<file path="config.mk">
export PLATFORM = sky130hd
export DESIGN_NAME = rs_keq_solver
export DESIGN_NICKNAME = d
export VERILOG_FILES = /design/src/rtl/rs_keq_solver.sv
export SDC_FILE = /design/constraint.sdc
export NUM_CORES = 2
export LEC_CHECK = 0
export BUFFER_PORTS_ARGS = -buffer_cell sky130_fd_sc_hd__buf_2
export CORE_UTILIZATION = 25
export CTS_BUF_LIST = sky130_fd_sc_hd__clkbuf_2
export DETAILED_ROUTE_END_ITERATION = 8
export PLACE_DENSITY_LB_ADDON = 0.05
export SYNTH_ARGS = -nofsm -noshare
export SYNTH_HDL_FRONTEND = slang
export SYNTH_SLANG_ARGS = --single-unit
</file>
<file path="constraint.sdc">
create_clock -name clk -period 11.38 [get_ports clk]
set_input_delay 0.569 -clock clk [delete_from_list [all_inputs] [get_ports clk]]
set_output_delay 0.569 -clock clk [all_outputs]
set_load 0.02 [all_outputs]
</file>
<file path="src/rtl/rs_keq_solver.sv">
module rs_keq_solver #(
  parameter int T = 8,
  parameter int M = 8,
  parameter logic [M:0] POLY = 9'h11D
)(
  input  logic                     clk,
  input  logic                     rst_n,
  input  logic                     start,
  input  logic                     clean,
  input  logic [2*T*M-1:0]         synd_i,
  output logic                     busy,
  output logic                     done,
  output logic [(T+1)*M-1:0]       sigma_o,
  output logic [T*M-1:0]           omega_o,
  output logic [$clog2(2*T+1)-1:0] deg_o
);
  localparam int NS = 2*T;
  localparam int IW = $clog2(NS);
  localparam int DW = $clog2(NS+1);
  localparam int PW = 2*M-1;

  typedef enum logic [2:0] {S_IDLE, S_DISC, S_INV, S_UPD, S_OMEG} st_t;

  function automatic logic [PW-1:0] clmul(input logic [M-1:0] a, input logic [M-1:0] b);
    logic [PW-1:0] p;
    p = '0;
    for (int k = 0; k < M; k++)
      if (b[k]) p = p ^ (PW'(a) << k);
    return p;
  endfunction

  function automatic logic [M-1:0] gred(input logic [PW-1:0] p);
    logic [PW-1:0] r;
    r = p;
    for (int k = PW-1; k >= M; k--)
      if (r[k]) r = r ^ (PW'(POLY) << (k-M));
    return r[M-1:0];
  endfunction

  function automatic logic [M-1:0] gmul(input logic [M-1:0] a, input logic [M-1:0] b);
    return gred(clmul(a, b));
  endfunction

  st_t            st;
  logic [M-1:0]   syn [1:NS];
  logic [M-1:0]   sig [0:T];
  logic [M-1:0]   tau [0:T];
  logic [M-1:0]   omg [0:T-1];
  logic [M-1:0]   delta, dinv, disc;
  logic           inv_ok;
  logic [DW-1:0]  dreg;
  logic [IW-1:0]  idx;
  logic [2:0]     icnt;

  logic [PW-1:0]  acc;
  logic [M-1:0]   sop, sq, inv_nxt, factor;
  logic           grow, last_it;

  always_comb begin
    acc = '0;
    for (int k = 0; k <= T; k++)
      if (int'(idx) + 1 - k >= 1)
        acc = acc ^ clmul(sig[k], syn[int'(idx) + 1 - k]);
    sop = gred(acc);
  end

  assign sq      = gmul(dinv, dinv);
  assign inv_nxt = (icnt == 3'd6) ? sq : gmul(sq, delta);
  assign factor  = gmul(disc, dinv);
  assign grow    = (2 * int'(dreg)) < (int'(idx) + 1);
  assign last_it = (idx == IW'(NS-1));
  assign busy    = (st != S_IDLE);
  assign deg_o   = dreg;

  genvar g;
  generate
    for (g = 0; g <= T; g++) begin : g_sig
      assign sigma_o[g*M +: M] = sig[g];
    end
    for (g = 0; g < T; g++) begin : g_omg
      assign omega_o[g*M +: M] = omg[g];
    end
  endgenerate

  always_ff @(posedge clk or negedge rst_n) begin
    if (!rst_n) begin
      st     <= S_IDLE;
      done   <= 1'b0;
      delta  <= M'(1);
      dinv   <= M'(1);
      disc   <= '0;
      inv_ok <= 1'b1;
      dreg   <= '0;
      idx    <= '0;
      icnt   <= '0;
      for (int k = 1; k <= NS; k++) syn[k] <= '0;
      for (int k = 0; k <= T; k++) begin
        sig[k] <= (k == 0) ? M'(1) : '0;
        tau[k] <= '0;
      end
      for (int k = 0; k < T; k++) omg[k] <= '0;
    end else begin
      done <= 1'b0;
      case (st)
        S_IDLE: if (start) begin
          for (int k = 0; k <= T; k++) sig[k] <= (k == 0) ? M'(1) : '0;
          if (clean) begin
            dreg <= '0;
            done <= 1'b1;
            for (int k = 0; k < T; k++) omg[k] <= '0;
          end else begin
            for (int k = 1; k <= NS; k++) syn[k] <= synd_i[(k-1)*M +: M];
            for (int k = 0; k <= T; k++) tau[k] <= '0;
            sig[1] <= synd_i[M-1:0];
            idx    <= IW'(1);
            st     <= S_DISC;
            if (synd_i[M-1:0] != '0) begin
              delta  <= synd_i[M-1:0];
              inv_ok <= 1'b0;
              dreg   <= DW'(1);
              tau[0] <= M'(1);
            end else begin
              delta  <= M'(1);
              dinv   <= M'(1);
              inv_ok <= 1'b1;
              dreg   <= '0;
              tau[1] <= M'(1);
            end
          end
        end
        S_DISC: begin
          disc <= sop;
          if (sop == '0) begin
            tau[0] <= '0;
            for (int k = 1; k <= T; k++) tau[k] <= tau[k-1];
            if (last_it) begin
              idx <= '0;
              st  <= S_OMEG;
            end else begin
              idx <= idx + 1'b1;
            end
          end else if (inv_ok) begin
            st <= S_UPD;
          end else begin
            dinv <= delta;
            icnt <= '0;
            st   <= S_INV;
          end
        end
        S_INV: begin
          dinv <= inv_nxt;
          icnt <= icnt + 1'b1;
          if (icnt == 3'd6) begin
            inv_ok <= 1'b1;
            st     <= S_UPD;
          end
        end
        S_UPD: begin
          for (int k = 1; k <= T; k++) sig[k] <= sig[k] ^ gmul(factor, tau[k-1]);
          if (grow) begin
            for (int k = 0; k <= T; k++) tau[k] <= sig[k];
            dreg   <= DW'(int'(idx) + 1 - int'(dreg));
            delta  <= disc;
            inv_ok <= 1'b0;
          end else begin
            tau[0] <= '0;
            for (int k = 1; k <= T; k++) tau[k] <= tau[k-1];
          end
          if (last_it) begin
            idx <= '0;
            st  <= S_OMEG;
          end else begin
            idx <= idx + 1'b1;
            st  <= S_DISC;
          end
        end
        S_OMEG: begin
          omg[idx[$clog2(T)-1:0]] <= sop;
          if (idx == IW'(T-1)) begin
            done <= 1'b1;
            st   <= S_IDLE;
          end else begin
            idx <= idx + 1'b1;
          end
        end
        default: st <= S_IDLE;
      endcase
    end
  end
endmodule

</file>
==> out/results.tsv <==
stage	metric	value	unit
clocking	clock sinks	354	
die	num ports	275	
detailed_routing	total wire length	192000	um
worst_setup_path	delay contributed by the slowest stage of the critical path	0.91	ns
placed_design	cell area after placement	42700	um^2
detailed_routing	post-detailed-route via-to-cell ratio	4.92	
logic_synthesis	sequential element share of the synthesized area	0.223	
cells_and_area	Syn-to-layout area delta	18.9	%
logic_synthesis	cell count after synthesis	5162	
worst_setup_path	sort of element at the start of the critical path	flip-flop	
worst_setup_path	buffers and inverters on the worst path	4	
worst_setup_path	arrival time reported for the critical path endpoint	11.31	ns
cells_and_area	final instance area	47200	um^2
global_routing	initial antenna violation count	8	
clocking	number of buffers created by CTS	111	
logic_synthesis	fraction of registers with async set or reset after synthesis	1.00	
timing	Max Clk Rate	99.6	MHz
clocking	clock slew at reported path FFs	0.09	ns
die	die height	401	um
logic_synthesis	post-synthesis simple-gate area fraction	0.214	
worst_setup_path	Critical path origin	idx[1]$_DFFE_PN0P_	
timing	RSZ-0062 raised after global routing	no	
worst_setup_path	kind of capture point of the worst setup path	flip-flop	
worst_setup_path	Largest delay share family, worst path	simple AND/OR/NAND/NOR gates	
worst_setup_path	Worst Path Required	12.65	ns
global_routing	pin count of the biggest net entering global routing	129	
cells_and_area	number of nets in the layout	5736	
global_routing	GRT overflow	0	
detailed_routing	post-route antenna net violation count	0	
timing	Final Hold Viols	0	
placed_design	HPWL Detailed	141000	um
global_routing	via count of the first global-routing pass	37400	
worst_setup_path	Crit Path Max Fanout	57	
worst_setup_path	R2R Path Start	idx[1]$_DFFE_PN0P_	
hold_path	kind of path behind the tightest hold check	in2reg	
clocking	Post-CTS Setup Repair Bufs	0	
die	Die X-Extent	401	um
logic_synthesis	Post-Synth Adder-Cell Area	0.00926	
timing	actual transition at the worst max-transition pin	1.26	ns
clocking	TritonCTS clock tree	yes	
clocking	number of gates resized after cts	0	
logic_synthesis	Syn Area/Cell	7.70	um^2
global_routing	wire length of the first global-routing pass	279000	um
logic_synthesis	compound-gate portion of the synthesized area	0.139	
logic_synthesis	Synth warnings	0	
detailed_routing	drt pass-1 iters	6	
timing	headroom to the max-slew limit	0.159	
timing	number of max-slew violations in the final report	0	
clocking	H-tree depth	3	
run_status	run status	finished, final reports clean	
die	area of the placeable core	157000	um^2
hold_path	origin of the worst min-delay path	start	
logic_synthesis	share of synthesized area spent on multiplexers	0.0892	
logic_synthesis	number of flip-flops and latches in the synthesized netlist	354	
cells_and_area	final core utilization	0.301	
worst_setup_path	cell with the largest stage delay on the worst path	ha_1	
detailed_routing	starting DRC count in detailed routing	2880	
timing	setup_tns	0	ns
worst_setup_path	category of the most critical setup path	reg2reg	
die	Starting Density	0.253	
logic_synthesis	parity-gate share of the synthesized area counting xor and xnor cells	0.274	
detailed_routing	mean routed wirelength per cell	24.8	um
detailed_routing	total via count after detailed routing	38000	
worst_setup_path	Cell Chain, Critical Path	ha_1, nand2_1, nor2_1, buf_4, inv_1, buf_4, ha_1, or3_1, nor3_1, a32o_1, nand2_1, xnor2_1, xnor3_1, nor2_1, xnor2_1, xnor3_1, xnor3_1, xor3_1, or3_4, a221oi_4, and2_4, o22ai_4, buf_4, a22o_1	
clocking	Max Buffers Root-to-Sink	3	
cells_and_area	total of fill cells in the finished design	17000	
die	Die Outline Area	161000	um^2
job	number of max-cap violations	0	
cells_and_area	share of post-route cells with drive strength above 1	0.130	
logic_synthesis	predominant post-synthesis flop cell	dfrtp_1	
placed_design	number of I/O port buffers	266	
clocking	clock tree root buffer cell	clkbuf_2	
logic_synthesis	number of synthesized flops with an enable pin	0	
global_routing	total routing resource utilization after global routing	0.234	
die	Cell Rows	145	
logic_synthesis	largest family of logic cells by synthesized area	XOR/XNOR gates	
timing	Final period util	0.882	
timing	clk_skew	0.194	ns
placed_design	last weighted congestion value of the routability-driven placer	0.973	
logic_synthesis	Syn Std Cell Area	39700	um^2
clocking	insertion delay to the later sink of the worst-skew pair	1.54	ns
logic_synthesis	number of distinct library cell variants in the gate-level netlist after synthesis	103	
clocking	quantity of hold-fixing buffers added after cts	353	
detailed_routing	DRC errors left	0	
timing	min Tclk post-route	10.04	ns
timing	Final setup viols	0	
==> through the flow <==
step / setup WS [ns] / hold WS [ns] / instances
after floorplan: 3.12 / 0.273 / 5168
after global placement: 1.84 / 0.458 / 7168
after detailed placement: 1.57 / 0.465 / 7168
after CTS: 1.42 / 0.0912 / 7713
after global routing: 0.639 / 0.278 / 7716
final: 1.34 / 0.369 / 7718
==> cell usage in the layout, fill, tap and decap left out, types with 30 or more instances in the layout <==
cell type / n
nand2_1: 1663
xnor2_1: 812
dlygate4sd3_1: 352
dfrtp_1: 349
o21ai_0: 289
buf_2: 265
xor2_1: 228
clkbuf_2: 155
mux2i_1: 152
nor2_1: 147
buf_4: 97
a21oi_1: 92
nand3_1: 85
a22oi_1: 64
mux2_2: 63
xnor3_1: 63
o211ai_1: 61
mux4_2: 56
o2bb2ai_1: 52
o31ai_1: 38
a31oi_1: 34
clkinv_1: 33
nor3_1: 30
==> sequential cells by signal (all words and copies together), names as in the netlist, 4 cells and up <==
register,count
idx,4
tau,57
dinv,8
sigma_o,64
deg_o,5
omega_o,64
disc,8
syn,128
delta,8
==> routing by layer <==
layer  track usage  share of wire  up-vias
met4        0.0607          0.023        4
met2         0.364           0.44     1038
met1         0.322           0.47    18600
met5             0        0.00011        -
met3        0.0571          0.070      210
li1              -              -    18100
==> logic make-up after synthesis <==
family                     after synthesis
and+or+nand+nor                       2090
buffers and inverters                  458
other                                    2
adders and majority gates               29
xor gates and xnor gates              1127
DFF                                    354
muxes                                  273
AOI/OAI and AO/OA                      829
==> cell type report <==
| type | count | area, um^2 | share of cell area |
|---|---|---|---|
| clock inverter | 37 | 213 | 0.00450 |
| clock buffer | 155 | 776 | 0.0164 |
| tap | 2058 | 2570 | 0.0545 |
| sequential | 354 | 8870 | 0.188 |
| timing repair buffer | 717 | 5640 | 0.119 |
| antenna | 5 | 12.5 | 0.000265 |
| inverter | 36 | 135 | 0.00286 |
| multi-input combinational | 4356 | 29000 | 0.614 |
==> worst paths after layout <==
path                                      endpoint  slack (ns)  cells after the start
setup reg to reg               tau[64]$_DFFE_PN0P_        1.34                     24
min in group asynchronous  omega_o[52]$_DFFE_PN0P_        0.69                      5
max in group asynchronous      syn[34]$_DFFE_PN0P_        8.85                      6
hold / removal                   st[0]$_DFFE_PN0P_        0.37                      7
setup / recovery               tau[64]$_DFFE_PN0P_        1.34                     24
hold reg to reg            omega_o[55]$_DFFE_PN0P_        0.48                      2
==> tightest hold or removal path, cell delays in order <==
cell and delay [ns]:
dlygate4sd3_1 0.53, buf_2 0.16, nor3b_1 0.14, a21oi_1 0.11, or2_2 0.15, o21a_1 0.12
o22ai_1 0.07
==> Yosys cell counts (14+ instances only) <==
| cell | count | area (um^2) |
|---|---|---|
| a211oi_1 | 21 | 158 |
| a21oi_1 | 94 | 470 |
| a22o_1 | 25 | 219 |
| a22oi_1 | 64 | 480 |
| a31oi_1 | 34 | 213 |
| a32o_1 | 19 | 190 |
| and2_1 | 20 | 125 |
| buf_1 | 35 | 131 |
| buf_2 | 46 | 230 |
| buf_4 | 34 | 255 |
| buf_6 | 14 | 158 |
| clkbuf_1 | 287 | 1080 |
| dfrtp_1 | 351 | 8780 |
| ha_1 | 27 | 338 |
| inv_1 | 29 | 109 |
| mux2_2 | 63 | 709 |
| mux2i_1 | 152 | 1520 |
| mux4_2 | 56 | 1260 |
| nand2_1 | 1666 | 6250 |
| nand2b_1 | 28 | 175 |
| nand3_1 | 85 | 425 |
| nand4_1 | 19 | 119 |
| nor2_1 | 150 | 563 |
| nor2b_1 | 15 | 93.8 |
| nor3_1 | 30 | 150 |
| o211ai_1 | 61 | 458 |
| o21ai_0 | 290 | 1450 |
| o21ai_1 | 16 | 80.1 |
| o22ai_1 | 14 | 87.6 |
| o2bb2ai_1 | 52 | 455 |
| o31ai_1 | 38 | 285 |
| xnor2_1 | 824 | 7220 |
| xnor3_1 | 63 | 1420 |
| xor2_1 | 228 | 2000 |
Power is not shown: default switching activity piles up to over one toggle a cycle in this logic, so the estimate is an artifact.
